$ cat src/rtl/i2c_regport_pkg.sv
package i2c_regport_pkg;

    localparam logic [3:0] ID_PREFIX = 4'b1010;

    typedef enum logic [2:0] {
        ST_IDLE,
        ST_ID,
        ST_ADDR,
        ST_WDATA,
        ST_RDATA,
        ST_HALT
    } xfer_state_e;

    typedef struct packed {
        logic scl_rise;
        logic scl_fall;
        logic start;
        logic stop;
    } bus_evt_t;

    function automatic logic id_match(input logic [7:0] b, input logic [2:0] strap);
        return (b[7:4] == ID_PREFIX) && (b[3:1] == strap);
    endfunction

    function automatic logic [7:0] next_ptr(input logic [7:0] p, input logic [7:0] wrap_at);
        return (p == wrap_at) ? 8'h00 : p + 8'h01;
    endfunction

endpackage

$ cat src/rtl/i2c_glitch_filter.sv
module i2c_glitch_filter #(
    parameter int FILT_LEN = 13
) (
    input  logic clk,
    input  logic rst,
    input  logic din,
    output logic dout
);
    localparam int CW = $clog2(FILT_LEN + 1);

    logic s1_q, s2_q;
    logic [CW-1:0] cnt_q;

    always_ff @(posedge clk) begin
        if (rst) begin
            s1_q  <= 1'b1;
            s2_q  <= 1'b1;
            dout  <= 1'b1;
            cnt_q <= '0;
        end else begin
            s1_q <= din;
            s2_q <= s1_q;
            if (s2_q == dout) begin
                cnt_q <= '0;
            end else if (cnt_q == CW'(FILT_LEN - 1)) begin
                dout  <= s2_q;
                cnt_q <= '0;
            end else begin
                cnt_q <= cnt_q + 1'b1;
            end
        end
    end
endmodule

$ cat src/rtl/i2c_bus_events.sv
module i2c_bus_events
    import i2c_regport_pkg::*;
(
    input  logic     clk,
    input  logic     rst,
    input  logic     scl_f,
    input  logic     sda_f,
    output bus_evt_t evt
);
    logic scl_q, sda_q;

    always_ff @(posedge clk) begin
        if (rst) begin
            scl_q <= 1'b1;
            sda_q <= 1'b1;
        end else begin
            scl_q <= scl_f;
            sda_q <= sda_f;
        end
    end

    always_comb begin
        evt.scl_rise = scl_f & ~scl_q;
        evt.scl_fall = ~scl_f & scl_q;
        evt.start    = scl_f & scl_q & sda_q & ~sda_f;
        evt.stop     = scl_f & scl_q & ~sda_q & sda_f;
    end
endmodule

$ cat src/rtl/i2c_xfer_ctrl.sv
module i2c_xfer_ctrl
    import i2c_regport_pkg::*;
#(
    parameter logic [7:0] WRAP_AT = 8'h0F
) (
    input  logic        clk,
    input  logic        rst,
    input  bus_evt_t    evt,
    input  logic        sda_f,
    input  logic [2:0]  strap_i,
    input  logic        pwr_busy_i,
    input  logic [7:0]  rdata_i,
    output logic        drive_low_o,
    output logic [7:0]  ptr_o,
    output logic [7:0]  wdata_o,
    output logic        we_o,
    output logic        stop_pulse_o,
    output xfer_state_e state_o,
    output logic        ptr_inc_o
);
    xfer_state_e state_q, next_q;
    logic [3:0]  bit_q;
    logic [7:0]  sh_q;
    logic        mack_q;
    logic        receiving;

    assign receiving = (state_q == ST_ID) || (state_q == ST_ADDR) || (state_q == ST_WDATA);
    assign ptr_inc_o = (state_q == ST_RDATA) && evt.scl_fall && (bit_q == 4'd8);
    assign state_o   = state_q;

    always_ff @(posedge clk) begin
        if (rst) begin
            state_q      <= ST_IDLE;
            next_q       <= ST_IDLE;
            bit_q        <= 4'd0;
            sh_q         <= 8'h00;
            mack_q       <= 1'b0;
            drive_low_o  <= 1'b0;
            ptr_o        <= 8'h00;
            wdata_o      <= 8'h00;
            we_o         <= 1'b0;
            stop_pulse_o <= 1'b0;
        end else begin
            we_o         <= 1'b0;
            stop_pulse_o <= 1'b0;
            if (evt.stop) begin
                state_q      <= ST_IDLE;
                drive_low_o  <= 1'b0;
                bit_q        <= 4'd0;
                stop_pulse_o <= 1'b1;
            end else if (evt.start && !pwr_busy_i) begin
                state_q     <= ST_ID;
                drive_low_o <= 1'b0;
                bit_q       <= 4'd0;
            end else if (receiving) begin
                if (evt.scl_rise) begin
                    if (bit_q < 4'd8) sh_q <= {sh_q[6:0], sda_f};
                    bit_q <= bit_q + 4'd1;
                end else if (evt.scl_fall) begin
                    if (bit_q == 4'd8) begin
                        case (state_q)
                            ST_ID: begin
                                if (id_match(sh_q, strap_i)) begin
                                    drive_low_o <= 1'b1;
                                    next_q      <= sh_q[0] ? ST_RDATA : ST_ADDR;
                                end else begin
                                    state_q <= ST_HALT;
                                end
                            end
                            ST_ADDR: begin
                                drive_low_o <= 1'b1;
                                ptr_o       <= sh_q;
                                next_q      <= ST_WDATA;
                            end
                            default: begin
                                drive_low_o <= 1'b1;
                                wdata_o     <= sh_q;
                                we_o        <= 1'b1;
                                next_q      <= ST_HALT;
                            end
                        endcase
                    end else if (bit_q == 4'd9) begin
                        bit_q   <= 4'd0;
                        state_q <= next_q;
                        if (next_q == ST_RDATA) begin
                            sh_q        <= rdata_i;
                            drive_low_o <= ~rdata_i[7];
                        end else begin
                            drive_low_o <= 1'b0;
                        end
                    end
                end
            end else if (state_q == ST_RDATA) begin
                if (evt.scl_rise) begin
                    if (bit_q == 4'd8) mack_q <= ~sda_f;
                    bit_q <= bit_q + 4'd1;
                end else if (evt.scl_fall) begin
                    if (bit_q == 4'd9) begin
                        if (mack_q) begin
                            bit_q       <= 4'd0;
                            sh_q        <= rdata_i;
                            drive_low_o <= ~rdata_i[7];
                        end else begin
                            state_q     <= ST_HALT;
                            drive_low_o <= 1'b0;
                        end
                    end else if (bit_q == 4'd8) begin
                        drive_low_o <= 1'b0;
                        ptr_o       <= next_ptr(ptr_o, WRAP_AT);
                    end else if (bit_q != 4'd0) begin
                        sh_q        <= {sh_q[6:0], 1'b0};
                        drive_low_o <= ~sh_q[6];
                    end
                end
            end
        end
    end
endmodule

$ cat src/rtl/i2c_regport_slave.sv
module i2c_regport_slave
    import i2c_regport_pkg::*;
#(
    parameter int         SYS_CLK_MHZ = 250,
    parameter int         SPIKE_NS    = 50,
    parameter logic [7:0] WRAP_AT     = 8'h0F
) (
    input  logic       clk,
    input  logic       rst,
    input  logic       scl_i,
    input  logic       sda_i,
    output logic       sda_drive_low_o,
    input  logic [2:0] strap_i,
    input  logic       pwr_busy_i,
    output logic [7:0] reg_addr_o,
    output logic [7:0] reg_wdata_o,
    output logic       reg_we_o,
    input  logic [7:0] reg_rdata_i,
    output logic       stop_pulse_o
);
    localparam int RAW_LEN  = (SYS_CLK_MHZ * SPIKE_NS + 999) / 1000;
    localparam int FILT_LEN = (RAW_LEN < 1) ? 1 : RAW_LEN;
    localparam int N_LINES  = 2;

    logic [N_LINES-1:0] line_raw, line_filt;
    logic               scl_filt, sda_filt;
    bus_evt_t           evt;
    xfer_state_e        xfer_state;
    logic               ptr_inc;

    assign line_raw = {sda_i, scl_i};
    assign scl_filt = line_filt[0];
    assign sda_filt = line_filt[1];

    for (genvar g = 0; g < N_LINES; g++) begin : g_line
        i2c_glitch_filter #(.FILT_LEN(FILT_LEN)) u_filt (
            .clk  (clk),
            .rst  (rst),
            .din  (line_raw[g]),
            .dout (line_filt[g])
        );
    end

    i2c_bus_events u_evt (
        .clk   (clk),
        .rst   (rst),
        .scl_f (scl_filt),
        .sda_f (sda_filt),
        .evt   (evt)
    );

    i2c_xfer_ctrl #(.WRAP_AT(WRAP_AT)) u_ctrl (
        .clk          (clk),
        .rst          (rst),
        .evt          (evt),
        .sda_f        (sda_filt),
        .strap_i      (strap_i),
        .pwr_busy_i   (pwr_busy_i),
        .rdata_i      (reg_rdata_i),
        .drive_low_o  (sda_drive_low_o),
        .ptr_o        (reg_addr_o),
        .wdata_o      (reg_wdata_o),
        .we_o         (reg_we_o),
        .stop_pulse_o (stop_pulse_o),
        .state_o      (xfer_state),
        .ptr_inc_o    (ptr_inc)
    );
endmodule

$ cat config.mk
export PLATFORM = sky130hd
export DESIGN_NAME = i2c_regport_slave
export DESIGN_NICKNAME = d
export VERILOG_FILES = /design/src/rtl/i2c_regport_pkg.sv /design/src/rtl/i2c_glitch_filter.sv /design/src/rtl/i2c_bus_events.sv /design/src/rtl/i2c_xfer_ctrl.sv /design/src/rtl/i2c_regport_slave.sv
export SDC_FILE = /design/constraint.sdc
export NUM_CORES = 1
export LEC_CHECK = 0
export BUFFER_PORTS_ARGS = -buffer_cell sky130_fd_sc_hd__buf_2
export CORE_MARGIN = 4
export CORE_UTILIZATION = 35
export CTS_BUF_LIST = sky130_fd_sc_hd__clkbuf_4
export CTS_CLUSTER_DIAMETER = 120
export DETAILED_ROUTE_END_ITERATION = 12
export PLACE_DENSITY_LB_ADDON = 0.1
export SLEW_MARGIN = 20
export SYNTH_ARGS = -nofsm -noshare
export SYNTH_HDL_FRONTEND = slang
export SYNTH_SLANG_ARGS = --single-unit
$ cat constraint.sdc
create_clock -name clk -period 2.57 [get_ports clk]
set_input_delay 0.1285 -clock clk [delete_from_list [all_inputs] [get_ports clk]]
set_output_delay 0.1285 -clock clk [all_outputs]
set_load 0.02 [all_outputs]
==> qor.log, run 1 <==
qor: run_status.status finished clean
qor: worst_setup_path.ff2ff_path_depth 7
qor: cts.worstSkewPairLatency 0.39 ns
qor: power.p_int 0.974 mW
qor: cts.cts_inserted_buffers 5
qor: min_path.end_of_the_worst_hold_path u_ctrl.sh_q[3]$_SDFFE_PP0P_
qor: cts.htree_levels 2
qor: timing.totalNegativeSetupSlack 0 ns
qor: timing.timing.slew.headroom 0.584
qor: timing.layout_worst_path_cycle_share 0.859
qor: timing.worst_hold_slack 0.0544 ns
qor: cts.number_of_buffers_inserted_by_post_cts_setup_repair 0
qor: global_routing.gr-total-overflow 0
qor: synthesis.synth-edff-count 0
qor: cts.post_cts_hold_buffer_count 2
qor: timing.rsz0062_at_grt false
qor: timing.period_needed 2.21 ns
qor: synthesis.ys_types 66
qor: synthesis.postSynth.topFlopCell sky130_fd_sc_hd__dfxtp_1
qor: worst_setup_path.end_kind register
qor: power.power.density 410 nW/um^2
qor: worst_setup_path.setup.reg_to_reg.worst_slack 0.36 ns
qor: cells_and_area.drive_above_1_share 0.181
qor: worst_setup_path.critical_path.startpoint_type register
qor: worst_setup_path.path_max_fanout 11
qor: cts.clock-sinks 54
qor: routing.initialDrtViolationCount 138
qor: routing.drc_errors 0
qor: synthesis.yosys_warnings 0
qor: cells_and_area.layout.core_utilization 0.405
qor: timing.clock.fmax 0.453 GHz
qor: timing.timing_worst_slew_pin_value 0.621 ns
qor: global_routing.first_global_vias 2166
qor: synthesis.synthesis.nets 345
qor: power.netSwitchingFraction 0.248
qor: power.irDropWorstVdd 214 uV
qor: place.post-dp-hpwl 4900 um
qor: routing.routed_wire_length_per_instance 14.9 um
qor: cells_and_area.areaGrowthSynthToFinish 11.3%
qor: synthesis.synthesis.instances 318
qor: worst_setup_path.critical_path_required 2.86 ns
qor: die.core_area 7810 um^2
qor: die.design.portCount 35
qor: worst_setup_path.worstReg2RegEnd u_ctrl.ptr_o[4]$_SDFFE_PP0P_
qor: global_routing.grt_use_total 0.142
qor: power.net-switching-power 0.322 mW
qor: power.p_leak 1.24 nW
qor: place.place_congestion 0.786
qor: min_path.hold_critical_path_depth 3
qor: synthesis.synth.yosys.seq_area_share 0.380
qor: worst_setup_path.crit-reg2reg-launch u_evt.scl_q$_SDFF_PP1_
qor: cts.ctsResizeCount 0
qor: timing.finalClockSkew 0.0191 ns
qor: timing.slew_viol_final 0
qor: synthesis.synth_area_per_cell 8.94 um^2
qor: cts.clock_tree_from_tritoncts done
qor: routing.dr_total_vias 2327
qor: power.share_clk_of_total_power 0.315
qor: synthesis.ys_async_sr_fraction 0
qor: min_path.worst_hold_path_type in -> reg
qor: worst_setup_path.worstPathArrival 2.49 ns
qor: timing.setup_viol_count_final 0
qor: worst_setup_path.criticalPathCategory reg -> reg
qor: global_routing.grt_antenna_before_repair 0
qor: cells_and_area.layout.nets 375
qor: cts.cts_buffer_depth 2
qor: power.comb_power_share 0.033
qor: cells_and_area.multiInputGateArea 1610 um^2
qor: run.drv_cap 0
qor: timing.final-hold-violation-count 0
qor: synthesis.syn-cell-area 2840 um^2
qor: power.p_seq_frac 0.651
qor: global_routing.wire_length_of_the_first_global_routing_pass 11300 um
qor: global_routing.grt_start_max_net_pins 30
qor: cts.clk_pin_slew_worst_paths 0.18 ns
qor: die.die_height 98.1 um
qor: routing.wirelength_routed 6730 um
qor: synthesis.postSynthRegisterBits 54
qor: routing.via_per_inst 5.16
qor: routing.dr.pass1.iters 4
qor: die.starting_density 0.364
qor: cts.clock_tree.root_cell sky130_fd_sc_hd__clkbuf_4
qor: die.design.die.area 9620 um^2
qor: routing.ant_nets 0
qor: min_path.startpoint_of_the_lowest_slack_hold_path reg_rdata_i[3]
qor: cells_and_area.antenna-diode-count 0
qor: cells_and_area.n_fill_cell 812
qor: cells_and_area.final-seq-area 1080 um^2
qor: place.place.port_buffers 34
qor: die.die_w 98.1 um
qor: die.std_cell_rows 32
[layout by cell type, fill, tap and decap left out, types with 2 or more instances in the layout]
| master | synthesis | final |
|---|---|---|
| sky130_fd_sc_hd__a211o_1 | 2 | 2 |
| sky130_fd_sc_hd__a21o_1 | 2 | 2 |
| sky130_fd_sc_hd__a21oi_1 | 13 | 13 |
| sky130_fd_sc_hd__a31oi_1 | 2 | 2 |
| sky130_fd_sc_hd__and3_1 | 5 | 5 |
| sky130_fd_sc_hd__and3b_1 | 2 | 2 |
| sky130_fd_sc_hd__buf_2 | 7 | 34 |
| sky130_fd_sc_hd__buf_4 | 1 | 5 |
| sky130_fd_sc_hd__clkbuf_4 | 0 | 5 |
| sky130_fd_sc_hd__dfxtp_1 | 54 | 54 |
| sky130_fd_sc_hd__dlygate4sd3_1 | 0 | 2 |
| sky130_fd_sc_hd__ha_1 | 11 | 11 |
| sky130_fd_sc_hd__inv_1 | 14 | 14 |
| sky130_fd_sc_hd__mux2i_1 | 21 | 21 |
| sky130_fd_sc_hd__nand2_1 | 21 | 21 |
| sky130_fd_sc_hd__nand2b_1 | 6 | 6 |
| sky130_fd_sc_hd__nand3_1 | 7 | 7 |
| sky130_fd_sc_hd__nand3b_1 | 2 | 2 |
| sky130_fd_sc_hd__nand4_1 | 2 | 2 |
| sky130_fd_sc_hd__nand4b_1 | 2 | 2 |
| sky130_fd_sc_hd__nor2_1 | 38 | 38 |
| sky130_fd_sc_hd__nor2b_1 | 4 | 4 |
| sky130_fd_sc_hd__nor3_1 | 5 | 5 |
| sky130_fd_sc_hd__nor3b_1 | 4 | 4 |
| sky130_fd_sc_hd__o211ai_1 | 10 | 10 |
| sky130_fd_sc_hd__o21ai_0 | 7 | 7 |
| sky130_fd_sc_hd__o21ai_1 | 5 | 5 |
| sky130_fd_sc_hd__o41ai_1 | 8 | 8 |
| sky130_fd_sc_hd__or2_2 | 4 | 4 |
| sky130_fd_sc_hd__or3_1 | 5 | 5 |
| sky130_fd_sc_hd__or4b_2 | 2 | 2 |
| sky130_fd_sc_hd__xnor2_1 | 8 | 8 |
| sky130_fd_sc_hd__xor2_1 | 2 | 2 |
[stage by stage]
step	power (mW)	area, um^2	setup WS, ns	std cells
floorplan	0.882	2840	0.644	318
CTS	1.32	3160	0.373	451
global route	1.37	3160	0.135	451
detailed placement	0.904	3080	0.392	441
global placement	0.904	3080	0.435	441
finish	1.30	3160	0.362	451
[state kept, by name, indices dropped and copies added, names as in the netlist, 2 cells and up]
register             cells
u_ctrl.sh_q              8
g_line.u_filt.s2_q       2
g_line.u_filt.s1_q       2
g_line.u_filt.cnt_q      8
g_line.u_filt.dout       2
u_ctrl.wdata_o           8
u_ctrl.state_o           3
u_ctrl.next_q            3
u_ctrl.bit_q             4
u_ctrl.ptr_o             8
[worst max-delay path, stage by stage (launching register included)]
cell,delay [ns]
sky130_fd_sc_hd__dfxtp_1,0.39
sky130_fd_sc_hd__inv_1,0.06
sky130_fd_sc_hd__ha_1,0.33
sky130_fd_sc_hd__nor2b_1,0.28
sky130_fd_sc_hd__nand3_2,0.19
sky130_fd_sc_hd__or4_4,0.61
sky130_fd_sc_hd__a21oi_1,0.18
sky130_fd_sc_hd__o32ai_2,0.10
[worst max path at each step]
stage,from,endpoint,slack (ns),depth (start not counted)
2_1_floorplan,g_line[0].u_filt.dout$_SDFFE_PP1P_,u_ctrl.ptr_o[4]$_SDFFE_PP0P_,0.64,8
3_3_place_gp,u_evt.scl_q$_SDFF_PP1_,u_ctrl.ptr_o[4]$_SDFFE_PP0P_,0.43,7
3_5_place_dp,u_evt.scl_q$_SDFF_PP1_,u_ctrl.ptr_o[4]$_SDFFE_PP0P_,0.39,7
4_1_cts,u_evt.scl_q$_SDFF_PP1_,u_ctrl.ptr_o[4]$_SDFFE_PP0P_,0.37,7
5_1_grt,u_evt.scl_q$_SDFF_PP1_,u_ctrl.ptr_o[4]$_SDFFE_PP0P_,0.13,7
6_report,u_evt.scl_q$_SDFF_PP1_,u_ctrl.ptr_o[4]$_SDFFE_PP0P_,0.36,7
[layout make-up]
cell class / instances / share of cell area
clock buffer: 5 / 0.0119
clock inverter: 3 / 0.00752
inverter: 14 / 0.0166
multi-input combinational: 232 / 0.510
sequential: 54 / 0.342
tap: 102 / 0.0403
timing repair buffer: 41 / 0.0720
[synth_stat cells, types with 4 or more instances]
master,number,share of area
sky130_fd_sc_hd__a21oi_1,13,0.023
sky130_fd_sc_hd__clkbuf_1,6,0.0079
sky130_fd_sc_hd__buf_2,7,0.012
sky130_fd_sc_hd__o41ai_1,8,0.025
sky130_fd_sc_hd__or3_1,5,0.011
sky130_fd_sc_hd__nand3_1,7,0.012
sky130_fd_sc_hd__o21ai_0,7,0.012
sky130_fd_sc_hd__nand2b_1,6,0.013
sky130_fd_sc_hd__or2_2,4,0.0088
sky130_fd_sc_hd__ha_1,11,0.048
sky130_fd_sc_hd__inv_1,14,0.018
sky130_fd_sc_hd__nor3b_1,4,0.011
sky130_fd_sc_hd__nor2b_1,4,0.0088
sky130_fd_sc_hd__nor2_1,38,0.050
sky130_fd_sc_hd__xnor2_1,8,0.025
sky130_fd_sc_hd__mux2i_1,21,0.074
sky130_fd_sc_hd__o21ai_1,5,0.0088
sky130_fd_sc_hd__nor3_1,5,0.0088
sky130_fd_sc_hd__nand2_1,21,0.028
sky130_fd_sc_hd__o211ai_1,10,0.026
sky130_fd_sc_hd__and3_1,5,0.011
sky130_fd_sc_hd__dfxtp_1,54,0.38
[power groups by stage]
stage | combinational (mW) | clock [mW] | sequential [mW]
finish | 0.0434 | 0.409 | 0.844
global route | 0.0482 | 0.473 | 0.845
CTS | 0.0443 | 0.434 | 0.844
detailed placement | 0.0420 | 0 | 0.861
global placement | 0.0426 | 0 | 0.861
floorplan | 0.0209 | 0 | 0.861
[cell families (layout without fill, tap and decap cells)]
kind of cell	Yosys count	in the layout	synth area share
AOI/OAI and AO/OA	70	70	0.182
xor gates and xnor gates	10	10	0.0308
adders and majority gates	11	11	0.0484
buffers and inverters	32	63	0.0520
DFF	54	54	0.380
muxes	21	21	0.0740
and+or+nand+nor	120	120	0.232
[layer usage]
metal / vias to the layer above / wire, um / GRT usage
met4: 0 / 74 / 0.0415
met1: 1081 / 3570 / 0.211
li1: 1208 / - / -
met5: - / 0 / 0
met2: 32 / 2910 / 0.208
met3: 6 / 172 / 0.0264
No activity file was read; power rests on OpenSTA's default activity.
==> inputs of run 2 (changes only) <==
==> constraint.sdc (replaced) <==
create_clock -name clk -period 2 [get_ports clk]
set_input_delay 0.1 -clock clk [delete_from_list [all_inputs] [get_ports clk]]
set_output_delay 0.1 -clock clk [all_outputs]
set_load 0.02 [all_outputs]
==> run 2 against run 1 <==
Non-clock buffer count is 32 higher. Register-to-register slack worse by 0.26 ns. Clock-buffer cell count stayed put. Combinational power is 34% higher. Utilization is 4.2 points higher. Fmax is 16% higher. Total power is 28% higher. Critical endpoint is now u_ctrl.state_o[1]$_SDFFE_PP0P_.
==> qor.log, run 2 (synthesis results as in run 1) <==
qor: routing.dr.pass1.iters 4
qor: cells_and_area.final-seq-area 1090 um^2
qor: worst_setup_path.criticalPathCategory reg -> reg
qor: cells_and_area.layout.nets 409
qor: die.std_cell_rows 32
qor: die.design.portCount 35
qor: die.design.die.area 9620 um^2
qor: timing.final-hold-violation-count 0
qor: die.core_area 7810 um^2
qor: min_path.hold_critical_path_depth 3
qor: run.drv_cap 0
qor: power.irDropWorstVdd 227 uV
qor: worst_setup_path.ff2ff_path_depth 9
qor: timing.setup_slack 0.105 ns
qor: place.post_dp_cell_area 3300 um^2
qor: cells_and_area.finish.instance_area 3490 um^2
qor: cts.clk_pin_slew_worst_paths 0.18 ns
qor: cts.clock_tree.root_cell sky130_fd_sc_hd__clkbuf_4
qor: routing.wirelength_routed 7340 um
qor: timing.period_needed 1.90 ns
qor: routing.routed_wire_length_per_instance 15.1 um
qor: cells_and_area.final_cell_mix sky130_fd_sc_hd__dfxtp_1 (48), sky130_fd_sc_hd__nor2_1 (38), sky130_fd_sc_hd__buf_4 (36), sky130_fd_sc_hd__buf_2 (34)
qor: cells_and_area.antenna-diode-count 0
qor: timing.timing_worst_slew_pin_value 0.568 ns
qor: cts.htree_levels 2
qor: global_routing.gr-total-overflow 0
qor: cells_and_area.n_fill_cell 781
qor: run_status.status finished clean
qor: routing.dr_total_vias 2475
qor: worst_setup_path.critical_path.startpoint_type register
qor: global_routing.wire_length_of_the_first_global_routing_pass 11900 um
qor: timing.totalNegativeSetupSlack 0 ns
qor: routing.ant_nets 0
qor: cts.worstSkewPairLatency 0.39 ns
qor: global_routing.grt_use_total 0.150
qor: timing.clock.fmax 0.528 GHz
qor: timing.timing.slew.headroom 0.621
qor: timing.finalClockSkew 0.0225 ns
qor: global_routing.grt_antenna_before_repair 0
qor: worst_setup_path.crit-reg2reg-launch u_ctrl.bit_q[0]$_SDFFE_PP0P_
qor: cts.clock-sinks 54
qor: cts.cts_buffer_depth 2
qor: die.starting_density 0.364
qor: worst_setup_path.end_kind register
qor: worst_setup_path.setup.reg_to_reg.worst_slack 0.10 ns
qor: place.post-dp-hpwl 5320 um
qor: cells_and_area.areaGrowthSynthToFinish 22.8%
qor: global_routing.grt_start_max_net_pins 28
qor: power.power.density 475 nW/um^2
qor: routing.drc_errors 0
qor: worst_setup_path.setup.worst_path.end u_ctrl.state_o[1]$_SDFFE_PP0P_
qor: routing.initialDrtViolationCount 112
qor: place.place.port_buffers 34
qor: timing.layout_worst_path_cycle_share 0.948
qor: timing.rsz0062_at_grt false
qor: worst_setup_path.path_max_fanout 6
qor: worst_setup_path.cp-startpoint u_ctrl.bit_q[0]$_SDFFE_PP0P_
qor: global_routing.first_global_vias 2313
qor: place.place_ws 0.0242 ns
qor: die.die_w 98.1 um
qor: timing.setup_viol_count_final 0
qor: die.die_height 98.1 um
qor: cts.clock_tree_from_tritoncts done
qor: cells_and_area.multiInputGateArea 1680 um^2
qor: worst_setup_path.critical_path_required 2.31 ns
qor: cells_and_area.drive_above_1_share 0.292
qor: routing.via_per_inst 5.10
qor: cells_and_area.layout.core_utilization 0.447
qor: timing.slew_viol_final 0
qor: cells_and_area.layout.cells.most_common sky130_fd_sc_hd__dfxtp_1
qor: worst_setup_path.worstReg2RegEnd u_ctrl.state_o[1]$_SDFFE_PP0P_
qor: worst_setup_path.worstPathArrival 2.21 ns
qor: min_path.worst_hold_path_type in -> reg
qor: cts.cts_inserted_buffers 5
qor: place.place_congestion 0.842
qor: power.p_leak 1.41 nW
-- run 2: power by group --
group | internal, mW | total (mW) | switching, mW | leakage, nW
logic | 0.0240 | 0.0583 | 0.0343 | 0.946
registers | 1.08 | 1.08 | 0.00249 | 0.436
clock network | 0.142 | 0.513 | 0.371 | 0.0278
-- run 2: critical path, cell delays in order (launching register included) --
cell and delay [ns]:
sky130_fd_sc_hd__dfxtp_2 0.37, sky130_fd_sc_hd__inv_1 0.06, sky130_fd_sc_hd__ha_1 0.17, sky130_fd_sc_hd__nand3b_1 0.15
sky130_fd_sc_hd__buf_4 0.20, sky130_fd_sc_hd__buf_4 0.15, sky130_fd_sc_hd__nor2_1 0.19, sky130_fd_sc_hd__nor2_1 0.10
sky130_fd_sc_hd__nor3_2 0.24, sky130_fd_sc_hd__mux2i_1 0.21
-- run 2: per-stage QoR --
stage,power (mW),hold WS [ns],instances
CTS,1.69,0.00759,478
floorplan,1.13,0.204,318
detailed placement,1.16,0.287,468
global route,1.72,0.0192,485
global placement,1.16,0.283,468
finish,1.66,0.0234,485
-- run 2: what timing repair did --
item                                    CTS  global route
buffers inserted                          0             5
gates resized for setup                   0            17
endpoints found under the setup margin    0            21
hold buffers                              2             0
endpoints found under the hold margin     2             0
-- run 2: per-layer routing --
layer,up-vias,part of all wire,GRT usage
met5,-,0,0
met4,0,0.0082,0.0319
met3,5,0.036,0.0279
met2,39,0.45,0.225
met1,1154,0.51,0.224
li1,1277,-,-
-- run 2: cell type report --
class | instances | share of cell area
tap | 102 | 0.0366
clock inverter | 3 | 0.00681
multi-input combinational | 234 | 0.481
timing repair buffer | 73 | 0.138
sequential | 54 | 0.312
inverter | 14 | 0.0151
clock buffer | 5 | 0.0108
-- run 2: worst min-delay path by stage --
stage,startpoint,end
after CTS,reg_rdata_i[2],u_ctrl.sh_q[2]$_SDFFE_PP0P_
final,reg_rdata_i[5],u_ctrl.sh_q[5]$_SDFFE_PP0P_
after floorplan,scl_i,g_line[0].u_filt.s1_q$_SDFF_PP1_
after global routing,reg_rdata_i[5],u_ctrl.sh_q[5]$_SDFFE_PP0P_
after detailed placement,scl_i,g_line[0].u_filt.s1_q$_SDFF_PP1_
after global placement,sda_i,g_line[1].u_filt.s1_q$_SDFF_PP1_
